## src/rtl/spi_eng_pkg.sv

```systemverilog
package spi_eng_pkg;

  localparam int unsigned MODE_W = 3;
  localparam int unsigned MASTER_CODES = 5;
  localparam logic [MODE_W-1:0] MODE_LAST_MASTER = 3'd4;
  localparam logic [MODE_W-1:0] MODE_SLAVE = 3'd5;

  // control register bit positions (software decodes these)
  localparam int unsigned CB_START = 0;
  localparam int unsigned CB_TXORD = 1;
  localparam int unsigned CB_RXORD = 2;
  localparam int unsigned CB_MODE  = 3;
  localparam int unsigned CB_EDGE  = 6;
  localparam int unsigned CB_FULL  = 7;

  typedef struct packed {
    logic              edge_sel;
    logic [MODE_W-1:0] mode;
    logic              rx_lsb;
    logic              tx_lsb;
  } cfg_t;

  function automatic logic mode_is_master(input logic [MODE_W-1:0] m);
    return m <= MODE_LAST_MASTER;
  endfunction

  function automatic logic mode_is_valid(input logic [MODE_W-1:0] m);
    return (m <= MODE_LAST_MASTER) || (m == MODE_SLAVE);
  endfunction

endpackage

```

## src/rtl/spi_eng_sck.sv

```systemverilog
module spi_eng_sck
  import spi_eng_pkg::*;
#(
  parameter int unsigned SYNC_STAGES = 2,
  parameter int unsigned DIV_W       = MASTER_CODES
) (
  input  logic clk,
  input  logic rst_n,
  input  logic busy,
  input  cfg_t cfg,
  input  logic idle_lvl,
  input  logic sck_in,
  output logic sck_out,
  output logic launch,
  output logic sample
);

  logic [DIV_W-1:0] div_q, div_d, lim;
  logic             sck_q, sck_d;
  logic             prev_q;
  logic [SYNC_STAGES-1:0] sync_q;
  logic             master, tick, s_now, s_rise, s_fall;
  logic             m_launch, m_sample, e_launch, e_sample;

  assign master = mode_is_master(cfg.mode);
  assign lim    = ({{(DIV_W-1){1'b0}}, 1'b1} << cfg.mode) - {{(DIV_W-1){1'b0}}, 1'b1};
  assign tick   = busy & master & (div_q == lim);

  always_comb begin
    div_d = div_q;
    sck_d = sck_q;
    if (!busy) begin
      div_d = '0;
      sck_d = idle_lvl;
    end else if (master) begin
      if (tick) begin
        div_d = '0;
        sck_d = ~sck_q;
      end else begin
        div_d = div_q + 1'b1;
      end
    end
  end

  always_ff @(posedge clk or negedge rst_n) begin
    if (!rst_n) begin
      div_q <= '0;
      sck_q <= 1'b0;
    end else begin
      div_q <= div_d;
      sck_q <= sck_d;
    end
  end

  // external clock synchronizer chain
  genvar g;
  generate
    for (g = 0; g < SYNC_STAGES; g++) begin : g_sync
      always_ff @(posedge clk or negedge rst_n) begin
        if (!rst_n) sync_q[g] <= 1'b0;
        else if (g == 0) sync_q[g] <= sck_in;
        else sync_q[g] <= sync_q[(g == 0) ? 0 : g-1];
      end
    end
  endgenerate

  assign s_now = sync_q[SYNC_STAGES-1];

  always_ff @(posedge clk or negedge rst_n) begin
    if (!rst_n) prev_q <= 1'b0;
    else        prev_q <= s_now;
  end

  assign s_rise   = s_now & ~prev_q;
  assign s_fall   = ~s_now & prev_q;
  assign m_launch = tick & (sck_q == cfg.edge_sel);
  assign m_sample = tick & (sck_q != cfg.edge_sel);
  assign e_launch = busy & (cfg.edge_sel ? s_fall : s_rise);
  assign e_sample = busy & (cfg.edge_sel ? s_rise : s_fall);

  assign launch  = master ? m_launch : e_launch;
  assign sample  = master ? m_sample : e_sample;
  assign sck_out = sck_q;

endmodule

```

## src/rtl/spi_eng_shift.sv

```systemverilog
module spi_eng_shift #(
  parameter int unsigned DW = 8
) (
  input  logic          clk,
  input  logic          rst_n,
  input  logic          load,
  input  logic [DW-1:0] load_val,
  input  logic          launch,
  input  logic          sample,
  input  logic          tx_lsb,
  input  logic          rx_lsb,
  input  logic          sdi,
  output logic          sdo,
  output logic          last,
  output logic [DW-1:0] rx_next
);

  localparam int unsigned CNT_W = $clog2(DW);

  logic [DW-1:0]    tx_q, tx_d, rx_q, rx_d;
  logic [CNT_W-1:0] cnt_q, cnt_d;
  logic             first_q, first_d;

  assign rx_next = rx_lsb ? {sdi, rx_q[DW-1:1]} : {rx_q[DW-2:0], sdi};
  assign last    = sample & (cnt_q == CNT_W'(DW-1));
  assign sdo     = tx_lsb ? tx_q[0] : tx_q[DW-1];

  always_comb begin
    tx_d    = tx_q;
    rx_d    = rx_q;
    cnt_d   = cnt_q;
    first_d = first_q;
    if (load) begin
      tx_d    = load_val;
      rx_d    = '0;
      cnt_d   = '0;
      first_d = 1'b1;
    end else begin
      if (launch) begin
        first_d = 1'b0;
        if (!first_q) tx_d = tx_lsb ? {1'b0, tx_q[DW-1:1]} : {tx_q[DW-2:0], 1'b0};
      end
      if (sample) begin
        rx_d  = rx_next;
        cnt_d = cnt_q + 1'b1;
      end
    end
  end

  always_ff @(posedge clk or negedge rst_n) begin
    if (!rst_n) begin
      tx_q    <= '0;
      rx_q    <= '0;
      cnt_q   <= '0;
      first_q <= 1'b0;
    end else begin
      tx_q    <= tx_d;
      rx_q    <= rx_d;
      cnt_q   <= cnt_d;
      first_q <= first_d;
    end
  end

endmodule

```

## src/rtl/spi_eng.sv

```systemverilog
module spi_eng
  import spi_eng_pkg::*;
#(
  parameter int unsigned DW          = 8,
  parameter int unsigned SYNC_STAGES = 2
) (
  input  logic          clk,
  input  logic          rst_n,
  input  logic          reg_wr,
  input  logic          reg_rd,
  input  logic          reg_addr,
  input  logic [DW-1:0] reg_wdata,
  output logic [DW-1:0] reg_rdata,
  input  logic          sck_i,
  output logic          sck_o,
  output logic          sck_oe,
  output logic          sdo,
  input  logic          sdi
);

  localparam int unsigned DIV_W = MASTER_CODES;

  logic          rst_meta_q, rst_sync_q, srst_n;
  cfg_t          cfg_q, cfg_d, cfg_wr;
  logic          busy_q, busy_d, full_q, full_d;
  logic [DW-1:0] txd_q, txd_d, rxb_q, rxb_d, rx_next;
  logic          wr_ctrl, wr_data, rd_data, start_pulse;
  logic          launch, sample, last;

  // reset: asserted asynchronously, released on clk
  always_ff @(posedge clk or negedge rst_n) begin
    if (!rst_n) begin
      rst_meta_q <= 1'b0;
      rst_sync_q <= 1'b0;
    end else begin
      rst_meta_q <= 1'b1;
      rst_sync_q <= rst_meta_q;
    end
  end
  assign srst_n = rst_sync_q;

  assign wr_ctrl = reg_wr & ~reg_addr;
  assign wr_data = reg_wr &  reg_addr;
  assign rd_data = reg_rd &  reg_addr;

  assign cfg_wr = '{edge_sel: reg_wdata[CB_EDGE],
                    mode:     reg_wdata[CB_MODE +: MODE_W],
                    rx_lsb:   reg_wdata[CB_RXORD],
                    tx_lsb:   reg_wdata[CB_TXORD]};

  assign start_pulse = wr_ctrl & ~busy_q & reg_wdata[CB_START] & mode_is_valid(cfg_wr.mode);

  always_comb begin
    cfg_d  = cfg_q;
    busy_d = busy_q;
    full_d = full_q;
    txd_d  = txd_q;
    rxb_d  = rxb_q;
    if (wr_ctrl && !busy_q) cfg_d = cfg_wr;
    if (wr_data && !busy_q) txd_d = reg_wdata;
    if (start_pulse) busy_d = 1'b1;
    if (rd_data) full_d = 1'b0;
    if (last) begin
      busy_d = 1'b0;
      full_d = 1'b1;
      rxb_d  = rx_next;
    end
  end

  always_ff @(posedge clk or negedge srst_n) begin
    if (!srst_n) begin
      cfg_q  <= '0;
      busy_q <= 1'b0;
      full_q <= 1'b0;
      txd_q  <= '0;
      rxb_q  <= '0;
    end else begin
      cfg_q  <= cfg_d;
      busy_q <= busy_d;
      full_q <= full_d;
      txd_q  <= txd_d;
      rxb_q  <= rxb_d;
    end
  end

  always_comb begin
    reg_rdata = '0;
    if (reg_addr) begin
      reg_rdata = rxb_q;
    end else begin
      reg_rdata[CB_START]           = busy_q;
      reg_rdata[CB_TXORD]           = cfg_q.tx_lsb;
      reg_rdata[CB_RXORD]           = cfg_q.rx_lsb;
      reg_rdata[CB_MODE +: MODE_W]  = cfg_q.mode;
      reg_rdata[CB_EDGE]            = cfg_q.edge_sel;
      reg_rdata[CB_FULL]            = full_q;
    end
  end

  assign sck_oe = mode_is_master(cfg_q.mode);

  spi_eng_sck #(
    .SYNC_STAGES(SYNC_STAGES),
    .DIV_W      (DIV_W)
  ) u_sck (
    .clk     (clk),
    .rst_n   (srst_n),
    .busy    (busy_q),
    .cfg     (cfg_q),
    .idle_lvl(cfg_d.edge_sel),
    .sck_in  (sck_i),
    .sck_out (sck_o),
    .launch  (launch),
    .sample  (sample)
  );

  spi_eng_shift #(
    .DW(DW)
  ) u_shift (
    .clk     (clk),
    .rst_n   (srst_n),
    .load    (start_pulse),
    .load_val(txd_q),
    .launch  (launch),
    .sample  (sample),
    .tx_lsb  (cfg_q.tx_lsb),
    .rx_lsb  (cfg_q.rx_lsb),
    .sdi     (sdi),
    .sdo     (sdo),
    .last    (last),
    .rx_next (rx_next)
  );

endmodule

```

## config.mk

```make
export PLATFORM = sky130hd
export DESIGN_NAME = spi_eng
export DESIGN_NICKNAME = d
export VERILOG_FILES = /design/src/rtl/spi_eng_pkg.sv /design/src/rtl/spi_eng_sck.sv /design/src/rtl/spi_eng_shift.sv /design/src/rtl/spi_eng.sv
export SDC_FILE = /design/constraint.sdc
export NUM_CORES = 1
export LEC_CHECK = 0
export ABC_CLOCK_PERIOD_IN_PS = 1790
export BUFFER_PORTS_ARGS = -buffer_cell sky130_fd_sc_hd__buf_4
export CORE_MARGIN = 3
export CORE_UTILIZATION = 59
export CTS_CLUSTER_SIZE = 24
export DETAILED_ROUTE_END_ITERATION = 10
export GPL_TIMING_DRIVEN = 0
export PLACE_DENSITY = 0.83
export SETUP_SLACK_MARGIN = 0.02
export SLEW_MARGIN = 20
export SYNTH_ARGS = -nofsm -noshare
export SYNTH_HDL_FRONTEND = slang
export SYNTH_HIERARCHICAL = 1
export SYNTH_SLANG_ARGS = --single-unit
```

## constraint.sdc

```tcl
create_clock -name clk -period 1.79 [get_ports clk]
set_input_delay 0.4475 -clock clk [delete_from_list [all_inputs] [get_ports clk]]
set_output_delay 0.4475 -clock clk [all_outputs]
set_load 0.02 [all_outputs]
```

Word level (Yosys, flattened, before mapping)
Cells that the tools add are included.
- mux-type cells: 28
- shift-type cells: 1
- div/mod/pow operators: 0
- $add $sub $neg: 3
- bitwise gates (word level): 20
- equality and inequality tests: 8
- $mul: 0
- order comparisons: 2
- reduce and logical (&&, ||, !) cells: 10
- operators with widths (kind ; number):
    8-bit 2-to-1 mux ; 8
    1-bit AND ; 15
    5-bit 2-to-1 mux ; 3
    1-bit 2-to-1 mux ; 14
    2-bit nonzero test ; 4
    3-bit equality test (second input constant) ; 2
    3-bit <= comparator (second input constant) ; 2
    3-bit 2-to-1 mux ; 2
    6-bit 2-to-1 mux ; 1
    5-bit by 1-bit adder with 5-bit output (second input constant) ; 1
    5-bit equality test ; 1
    1-bit NOT ; 5
    1-bit by 3-bit << shifter with 5-bit output (first input constant) ; 1
    5-bit by 1-bit subtractor with 5-bit output (second input constant) ; 1
    2-bit by 1-bit != test with 1-bit output (second input constant) ; 2
    2-bit AND reduction ; 2
    3-bit by 1-bit adder with 3-bit output (second input constant) ; 1
    1-bit logical AND ; 2
    2-bit != test (second input constant) ; 1
    1-bit equality test ; 1
    1-bit logical NOT ; 1
    1-bit logical OR ; 1
    1-bit != test ; 1
- word-level logic and storage cells: 91
- bits in registers: 55
- bits in read-only memories: 0
- latch bits: 0
- bits of input ports: 15
- bits in writable memories: 0
- memories: 0

Longest topological paths before layout
Gate-level depths: netlist of the first run.
- word-level depth: 8
- gate-level depth with buffers: 11
- depth with buffers taken out: 8

Modules after synthesis
The synthesis of the first run kept the hierarchy.
- by module, submodules not included (module ; sequential area each (µm²) ; area an instance (µm²) ; cells an instance ; instances):
    spi_eng_shift ; 500.5 ; 1153.6 ; 103 ; 1
    spi_eng ; 650.6 ; 1108.6 ; 70 ; 1
    spi_eng_sck ; 225.2 ; 645.6 ; 66 ; 1

Least setup slack after synthesis of the first run
OpenSTA, ideal clock, no wires.
- kind: register to register
- from: register cfg_q[2] (netlist bit)
- to: register rxb_q[0]
- stages on the path, launching flop included: 10
- library setup time: 0.125 ns
- clock period less this slack: 2.621 ns
- path slack: -0.831 ns
- required time: 1.665 ns
- arrival time: 2.497 ns
- path through: dfrtp_1 buf_4 or4_4 o31ai_2 a31oi_1 mux2i_1 buf_4 and2_1 buf_2 mux2_2
- word-level cells in the longest chain between the ends: 7
- elaborated cells on any way between the ends: 9
- classes of those cells: add/sub (1); order compare (1); eq/ne (1); shift (1); mux (1); bitwise (4)
- RTL lines (element ; line ; source):
    start: declaration ; spi_eng.sv:24 ; cfg_t cfg_q, cfg_d, cfg_wr;
    start signal: assignment ; spi_eng.sv:78 ; cfg_q <= cfg_d;
    1-bit by 3-bit << shifter with 5-bit output ; spi_eng_sck.sv:26 ; assign lim = ({{(DIV_W-1){1'b0}}, 1'b1} << cfg.mode) - {{(DIV_W-1){1'b0}}, 1'b1};
    5-bit by 1-bit subtractor with 5-bit output ; spi_eng_sck.sv:26 ;
    5-bit equality test ; spi_eng_sck.sv:27 ; assign tick = busy & master & (div_q == lim);
    1-bit AND ; spi_eng_sck.sv:27 ;
    1-bit AND ; spi_eng_sck.sv:77 ; assign m_sample = tick & (sck_q != cfg.edge_sel);
    1-bit 2-to-1 mux (*) ; spi_eng_sck.sv:82 ; assign sample = master ? m_sample : e_sample;
    net sample ; spi_eng.sv:28 ; logic launch, sample, last;
    1-bit AND (*) ; spi_eng_shift.sv:25 ; assign last = sample & (cnt_q == CNT_W'(DW-1));
    end signal: assignment ; spi_eng.sv:82 ; rxb_q <= rxb_d;
    end: declaration ; spi_eng.sv:26 ; logic [DW-1:0] txd_q, txd_d, rxb_q, rxb_d, rx_next;
Mark *: on every way through the listed nets, which the timed path passes. The rest lies on a longest branch.
A chain may end at the register's enable or synchronous reset.

Final worst setup path of the first run
- from: register u_sck.div_q[1]
- to: register rxb_q[1]
- word-level cells in the longest chain between the ends: 5
- RTL lines (element ; line ; source):
    start: declaration ; spi_eng_sck.sv:18 ; logic [DIV_W-1:0] div_q, div_d, lim;
    start signal: assignment ; spi_eng_sck.sv:50 ; div_q <= div_d;
    5-bit equality test ; spi_eng_sck.sv:27 ;
    1-bit AND ; spi_eng_sck.sv:27 ;
    1-bit AND ; spi_eng_sck.sv:77 ;
    1-bit 2-to-1 mux ; spi_eng_sck.sv:82 ;
    net sample ; spi_eng.sv:28 ;
    1-bit AND ; spi_eng_shift.sv:25 ;
The timed path passes the listed nets, and every way through them passes these cells.

==> flow_metrics.tcl, run 1 <==
set metrics [dict create \
    holdWs_ns 0.2395 \
    final_antenna_net_count 0 \
    hold_path_end "u_sck/sync_q[0]" \
    clockRootBuffer "clkbuf_8" \
    worstPathArrival_ns 2.68 \
    final_common_cell "dfrtp_1" \
    clkLatencyLatePin_ns 0.31 \
    p_per_area_mw_per_mm2 1666 \
    critPathKind "reg2reg" \
    die_x_microns 76.20 \
    grt.overflow.total 0 \
    start_util 0.6371 \
    yosys_warnings 6 \
    syn_avg_cell_area_sq_um 12.17 \
    grt_use_total 0.2276 \
    h-tree-depth 2 \
    cp_max_fo 10 \
    drc 0 \
    finalNetCount 303 \
    port_buffers 25 \
    rsz0062_at_grt "true" \
    worstHoldPathCells 1 \
    fin_cells 351 \
    final.setup_skew_ns 0.007712 \
    r2r-end "rxb_q[1]" \
    status "complete, but fails checks" \
    place_ws_ns -1.083 \
    routed_wl_mm 6.163 \
    r2r_setup_slack_ns -0.70 \
    ys_seq_area_frac 0.4733 \
    hp-start "sck_i" \
    slew_violations 0 \
    slew-limit-headroom 0.5475 \
    synth_area_sq_mm 0.002908 \
    die_h_microns 76.20 \
    cts.clk_slew.worst_paths_ns 0.09 \
    fin_util 0.7837 \
    grt_pass1_wl_mm 10.54 \
    die_area_sq_mm 0.005806 \
    grtUsageMet2 0.3717 \
    async_flop_share 1.000 \
    core_sq_mm 0.004564 \
    io_pins 26 \
    p_total_uw 5959 \
    report.final.setup_viol 33 \
    drv_cap 0 \
    wl_per_cell_microns 17.56 \
    grt_pass1_vias 2125 \
    fillCellCount 290 \
    ir_worst_vdd_mv 0.9822 \
    dp_cells 329 \
    grt_use_met1 0.3034 \
    start_kind "register" \
    syn-instance-count 239 \
    worst_slack_ns -0.6960 \
    grt_max_degree 54 \
    antenna_cells 0 \
    synthFlopType "dfrtp_1" \
    hold_viol 0 \
    violations "negative setup slack" \
    gp_congestion 0.7961 \
    end_kind "register" \
    synth_edf_count 0 \
    top_usage_layer "met2" \
    clock_sinks 55 \
    p_leak_uw 0.001610 \
    crit_required_ns 1.99 \
    synth_seq_cells 55 \
    routed-via-count 1965 \
    drive_gt1_frac 0.4965 \
    dp_hpwl_mm 4.065 \
    dr.pass1.iters 4 \
    clock_tree.buffer_depth 2 \
    r2r-start "u_sck/div_q[1]" \
    rows 24 \
    viasPerCell 5.598 \
    antenna_found_initial 0 \
    reg2regPathDepth 9 \
    cts_buffers 5 \
    min_period_over_period 1.389 \
    grt.met3_usage 0.04965 \
    drtIter0Drc 114 \
    max_clock_freq_mhz 402.3 \
    hold_class "in2reg" \
    synth_nets 257 \
    fin_crit_ns 2.486 \
    ys_types 50 \
    syn_to_final_growth_pct 23.02 \
    mostFrequentLayoutCells "dfrtp_1, buf_4, mux2_2" \
    tightest_slew_ns 0.6787 \
    tritoncts "done" \
]
==> Yosys cell counts (all sizes together) (2+ instances only) <==
cell	number	share of area
and3	2	0.0043
nand4b	2	0.0060
o31ai	7	0.030
xnor2	3	0.0090
nor2	23	0.030
mux2	39	0.15
nor2b	2	0.0043
buf	14	0.038
o21ai	5	0.0086
a31oi	2	0.0043
a211oi	6	0.026
nand3	2	0.0034
dfrtp	55	0.47
a21oi	4	0.0069
nor3b	3	0.012
nor4	2	0.0086
nand4	2	0.0043
xor2	4	0.012
nand2	15	0.020
mux2i	12	0.041
and2b	6	0.018
inv	5	0.0065
a21o	2	0.0052
ha	3	0.013
==> cell type report <==
cell class | count | area, sq um | share of cell area
multi-input cells | 165 | 1515 | 0.4236
flip-flops and latches | 55 | 1384 | 0.3868
repair buffers | 39 | 334.1 | 0.09339
plain buffers | 14 | 143.9 | 0.04022
clock buffers | 8 | 100.1 | 0.02798
well taps | 65 | 81.33 | 0.02274
inverters | 5 | 18.77 | 0.005247
==> per-layer routing <==
layer  vias up  part of all wire
li1        943                 -
met1       983              0.45
met2        30              0.50
met3         9             0.031
met4         0             0.015
met5         -                 0
==> per-stage QoR <==
step | area (sq um) | TNS (ns)
after floorplan | 2993 | -11.94
after global placement | 3262 | -42.75
after detailed placement | 3266 | -22.87
after CTS | 3525 | -17.09
after global routing | 3577 | -22.28
final | 3577 | -17.96
==> repair_timing <==
item                                   4_1_cts  5_1_grt
endpoints found under the hold margin        2        0
setup endpoints to repair                   32       42
resized for setup                           15        8
buffers inserted                             9        3
hold buffers                                 1        0
pin swaps                                    7        0
cloned                                       1        0
==> cells by family (layout without fill, tap and decap cells) <==
| group | count (synthesis) | count (layout) | share of synthesized area |
|---|---|---|---|
| XOR/XNOR | 7 | 7 | 0.02108 |
| buffers and inverters | 19 | 66 | 0.04432 |
| other | 1 | 1 | 0.001290 |
| adder cells (fa/ha/maj) | 3 | 3 | 0.01291 |
| multiplexers | 51 | 51 | 0.1949 |
| AO/OA/AOI/OAI | 33 | 33 | 0.1011 |
| flip-flops | 55 | 55 | 0.4733 |
| AND/OR/NAND/NOR | 70 | 70 | 0.1510 |
==> registers in the layout, indices dropped and copies added (netlist names) <==
name             flops
busy_q               1
cfg_q                6
full_q               1
rst_meta_q           1
rst_sync_q           1
rxb_q                8
txd_q                8
u_sck/div_q          5
u_sck/prev_q         1
u_sck/s_now          1
u_sck/sck_out        1
u_sck/sync_q         1
u_shift/cnt_q        3
u_shift/first_q      1
u_shift/rx_q         8
u_shift/tx_q         8
==> worst max-delay path by stage <==
stage                               from       end  slack [ns]  depth (start not counted)
after floorplan           u_sck/div_q[2]  rxb_q[0]       -0.70                         10
after global placement          cfg_q[3]  rxb_q[1]       -1.02                         10
after global routing      u_sck/div_q[1]  rxb_q[1]       -0.80                          9
after CTS                 u_sck/div_q[2]  rxb_q[1]       -0.67                         10
final                     u_sck/div_q[1]  rxb_q[1]       -0.70                          9
after detailed placement        cfg_q[3]  rxb_q[1]       -1.08                         10
==> worst max-delay path: stages (launching register included) <==
cell     delay [ns]
dfrtp_2        0.49
nor4_4         0.34
nor2_2         0.09
o31ai_4        0.30
a31oi_2        0.15
mux2i_2        0.26
buf_6          0.14
and2_4         0.15
buf_12         0.14
mux2_4         0.31
==> where the power goes <==
part           leakage [uW]  total [uW]  internal, uW  switching (uW)
combinational      0.000878        2980          1630            1340
clock             0.0000515         740           354             386
sequential         0.000680        2240          1750             496
Note: power is estimated with default switching activity, not from simulation.
==> run 2, diff against run 1 <==
Settings changed: ABC_CLOCK_PERIOD_IN_PS 1790 to 3200, CORE_UTILIZATION 59 to 64, PLACE_DENSITY 0.83 to 0.89.
Clock period 1.79 ns to 3.2 ns, I/O delays scaled along.
==> run 2 against run 1 <==
Effect of this change: the run now ends clean; die area is 7.2% lower; via count down 1.4%; clock power decreased by 47%.
==> flow_metrics.tcl, run 2 (synthesized netlist as in run 1, its figures left out) <==
set metrics [dict create \
    status "completed" \
    cp_num_buf_inv 3 \
    clockRootBuffer "clkbuf_8" \
    r2r-start "cfg_q[3]" \
    p_total_uw 2972 \
    gp_congestion 0.7643 \
    crit_required_ns 3.40 \
    grt_use_total 0.2256 \
    cts_buffers 5 \
    slew_violations 0 \
    die_area_sq_mm 0.005388 \
    rows 23 \
    drv_cap 0 \
    r2r_setup_slack_ns 0.21 \
    antenna_cells 0 \
    die_h_microns 73.41 \
    rsz0062_at_grt "false" \
    reg2regPathDepth 10 \
    dp_hpwl_mm 3.927 \
    routed-via-count 1937 \
    grt.overflow.total 0 \
    hold_class "in2async" \
    p_leak_uw 0.001493 \
    hold_viol 0 \
    antenna_found_initial 0 \
    syn_to_final_growth_pct 11.92 \
    path_delay_family "buffers and inverters" \
    report.final.setup_viol 0 \
    clkLatencyLatePin_ns 0.31 \
    port_buffers 25 \
    viasPerCell 6.016 \
    crit_top_cell "buf_4" \
    cp_max_fo 10 \
    fin_crit_ns 2.988 \
    grt_pass1_wl_mm 9.342 \
    final_antenna_net_count 0 \
    routed_wl_mm 5.584 \
    start_util 0.6921 \
    critPathKind "reg2reg" \
    max_clock_freq_mhz 334.7 \
    start_kind "register" \
    drtIter0Drc 105 \
    ir_worst_vdd_mv 0.5047 \
    die_x_microns 73.41 \
    path_cells "buf_4 -> nor4b_2 -> nor4_2 -> o31ai_2 -> a31oi_1 -> mux2i_2 -> buf_4 -> and2_1 -> buf_2 -> mux2_2" \
    place_area_sq_mm 0.003162 \
    slew-limit-headroom 0.5524 \
    p_per_area_mw_per_mm2 913.2 \
    grt_pass1_vias 1946 \
    drive_gt1_frac 0.4228 \
    fin_util 0.7746 \
    mostFrequentLayoutCells "dfrtp_1, mux2_2, buf_4" \
    max_stage_delay_ns 0.44 \
    holdBufCountCts 0 \
    h-tree-depth 2 \
    core_sq_mm 0.004202 \
    io_pins 26 \
    min_period_over_period 0.9337 \
    worst_slack_ns 0.2120 \
    tritoncts "done" \
    wl_per_cell_microns 17.34 \
    finalNetCount 289 \
    r2r-end "rxb_q[3]" \
    dr.pass1.iters 4 \
    cts.clk_slew.worst_paths_ns 0.10 \
    grt_max_degree 54 \
    cts_setup_buffers 0 \
    clock_sinks 55 \
    tightest_slew_ns 0.6714 \
    worstPathArrival_ns 3.19 \
    design_area_sq_mm 0.003254 \
    cts_resized 0 \
    cp_slowest_cell "dfrtp_1" \
    tns_ns 0 \
    place_ws_ns 0.1461 \
    drc 0 \
    clock_tree.buffer_depth 2 \
    end_kind "register" \
    final.setup_skew_ns 0.006190 \
    final_common_cell "dfrtp_1" \
]
==> run 2: per-stage QoR <==
stage / hold WS, ns / std cells
final: 0.2467 / 322
after global routing: 0.2312 / 322
after CTS: 0.2397 / 322
after detailed placement: 0.3564 / 314
after global placement: 0.3356 / 314
after floorplan: 0.3312 / 239
==> run 2: worst max path at each step <==
stage / start / end / slack (ns) / cells past startpoint
floorplan: cfg_q[2] / rxb_q[0] / 0.58 / 9
global placement: cfg_q[3] / rxb_q[1] / 0.20 / 10
detailed placement: cfg_q[3] / rxb_q[3] / 0.15 / 10
CTS: cfg_q[3] / rxb_q[3] / 0.14 / 10
global route: cfg_q[3] / rxb_q[5] / 0.04 / 10
finish: cfg_q[3] / rxb_q[3] / 0.21 / 10
==> run 2: layout make-up <==
class | count | area [sq um]
inverters | 5 | 18.77
multi-input cells | 165 | 1406
repair buffers | 25 | 187.7
clock inverters | 2 | 16.27
flip-flops and latches | 55 | 1380
clock buffers | 6 | 72.57
plain buffers | 14 | 110.1
well taps | 50 | 62.56
fillers | 286 | 947.2
==> run 2: report_power, final <==
part	internal (uW)	leakage (uW)	switching, uW
logic	706	0.000767	633
registers	972	0.000683	269
clock network	158	0.0000418	233
==> run 2: metal layers <==
metal	up-vias	share of wire	track usage
li1	916	-	-
met1	986	0.47	0.3067
met2	28	0.49	0.3565
met3	7	0.030	0.05746
met4	0	0.0095	0.07042
met5	-	0	0
==> run 3, diff against run 2 <==
Settings changed: PLACE_DENSITY 0.89 to not set, PLACE_DENSITY_LB_ADDON set to 0.08, TNS_END_PERCENT set to 10.
==> run 3 against run 2 <==
Effect of this change: hold slack lost 0.021 ns; critical endpoint is now rxb_q[4]; combinational power about the same; global-route usage increased by 0.13 points; clock skew up 0.0025 ns; wire length decreased by 2.0%; register-to-register slack is essentially flat; non-clock buffer count unchanged; count of clock-buffer cells in the layout is the same; clock power up 11%; sequential cell count is the same; total power up 1.1%; die area did not move.
==> flow_metrics.tcl, run 3 (synthesized netlist as in run 1, its figures left out) <==
set metrics [dict create \
    status "completed" \
    grt_pass1_vias 1980 \
    final_antenna_net_count 0 \
    rsz0062_at_grt "false" \
    grt_max_degree 54 \
    ir_worst_vdd_mv 0.5492 \
    die_x_microns 73.41 \
    die_area_sq_mm 0.005388 \
    clock_sinks 55 \
    rows 23 \
    tns_ns 0 \
    holdBufCountCts 0 \
    clockRootBuffer "clkbuf_8" \
    max_clock_freq_mhz 333.4 \
    grt.overflow.total 0 \
    port_buffers 25 \
    report.final.setup_viol 0 \
    drc 0 \
    routed_wl_mm 5.474 \
    worstPathArrival_ns 3.22 \
    crit_top_cell "buf_4" \
    cts_buffers 5 \
    dr.pass1.iters 4 \
    place_ws_ns 0.1562 \
    final.setup_skew_ns 0.008655 \
    dp_hpwl_mm 3.853 \
    dp_cells 314 \
    viasPerCell 5.898 \
    drtIter0Drc 88 \
    die_h_microns 73.41 \
    grt_use_total 0.2268 \
    drive_gt1_frac 0.4265 \
    place_area_sq_mm 0.003162 \
    antenna_found_initial 0 \
    syn_to_final_growth_pct 12.39 \
    cp.depth 10 \
    cp_slowest_cell "dfrtp_1" \
    wl_per_cell_microns 17.00 \
    path_delay_family "buffers and inverters" \
    max_stage_delay_ns 0.44 \
    design_area_sq_mm 0.003268 \
    gp_congestion 0.8073 \
    start_kind "register" \
    final_common_cell "dfrtp_1" \
    drv_cap 0 \
    cp_num_buf_inv 3 \
    crit_required_ns 3.42 \
    tritoncts "done" \
    cts.clk_slew.worst_paths_ns 0.11 \
    hold_class "in2async" \
    core_sq_mm 0.004202 \
    worst_slack_ns 0.2002 \
    reg2regPathDepth 10 \
    fin_crit_ns 3.000 \
    path_cells "buf_4 -> nor4b_2 -> nor4_2 -> o31ai_2 -> a31oi_1 -> mux2i_2 -> buf_4 -> and2_1 -> buf_2 -> mux2_2" \
    p_leak_uw 0.001504 \
    cp_max_fo 10 \
    start_util 0.6921 \
    min_period_over_period 0.9374 \
    io_pins 26 \
    clkLatencyLatePin_ns 0.33 \
    tightest_slew_ns 0.6638 \
    mostFrequentLayoutCells "dfrtp_1, mux2_2, buf_4" \
    critPathKind "reg2reg" \
    p_per_area_mw_per_mm2 919.1 \
    h-tree-depth 2 \
    hold_viol 0 \
    fin_cells 322 \
    routed-via-count 1899 \
    grt_pass1_wl_mm 9.363 \
    end_kind "register" \
    holdWs_ns 0.2260 \
    slew-limit-headroom 0.5574 \
    slew_violations 0 \
    antenna_cells 0 \
    clock_tree.buffer_depth 2 \
    finalNetCount 289 \
]
[run 3: cell types whose count changed in the layout (fill, tap and decap cells not counted), sizes merged]
| cell | previous run | this run |
|---|---|---|
| clkinvlp | 1 | 0 |
| clkinv | 0 | 1 |
[run 3: per-stage QoR]
step | total power [uW] | utilization
6_report | 3004 | 0.7778
5_1_grt | 3203 | 0.7778
4_1_cts | 3010 | 0.7770
3_3_place_gp | 2520 | 0.7516
3_5_place_dp | 2577 | 0.7525
2_1_floorplan | 2239 | -
[run 3: area by class of cell]
type | instances | area [sq um]
clock inverters | 2 | 20.02
multi-input cells | 165 | 1406
repair buffers | 25 | 187.7
plain buffers | 14 | 110.1
inverters | 5 | 18.77
flip-flops and latches | 55 | 1380
fillers | 276 | 933.4
well taps | 50 | 62.56
clock buffers | 6 | 82.58
[run 3: report_power, final]
group / internal [uW] / switching (uW)
clock: 183 / 250
sequential: 972 / 259
combinational: 705 / 634
total: 1860 / 1140
[run 3: per-layer routing]
metal / vias up / GRT usage / wire, microns
met5: - / 0 / 0
met4: 0 / 0.06237 / 76
met3: 9 / 0.06430 / 197
met2: 26 / 0.3496 / 2526
met1: 946 / 0.3157 / 2673
li1: 918 / - / -
[run 3: final timing paths]
kind / start / to / slack, ns
max in group asynchronous: rst_sync_q / u_sck/div_q[1] / 2.38
worst max-delay path: cfg_q[3] / rxb_q[4] / 0.20
worst min register to register: u_sck/sync_q[0] / u_sck/s_now / 0.37
min in group clk: u_sck/sync_q[0] / u_sck/s_now / 0.37
worst max register to register: cfg_q[3] / rxb_q[4] / 0.20
worst min-delay path: rst_n / rst_sync_q / 0.23
[run 3: timing repair]
| action | CTS | global route |
|---|---|---|
| resized for setup | 0 | 1 |
| setup buffers | 0 | 0 |
| endpoints found under the setup margin | 0 | 9 |
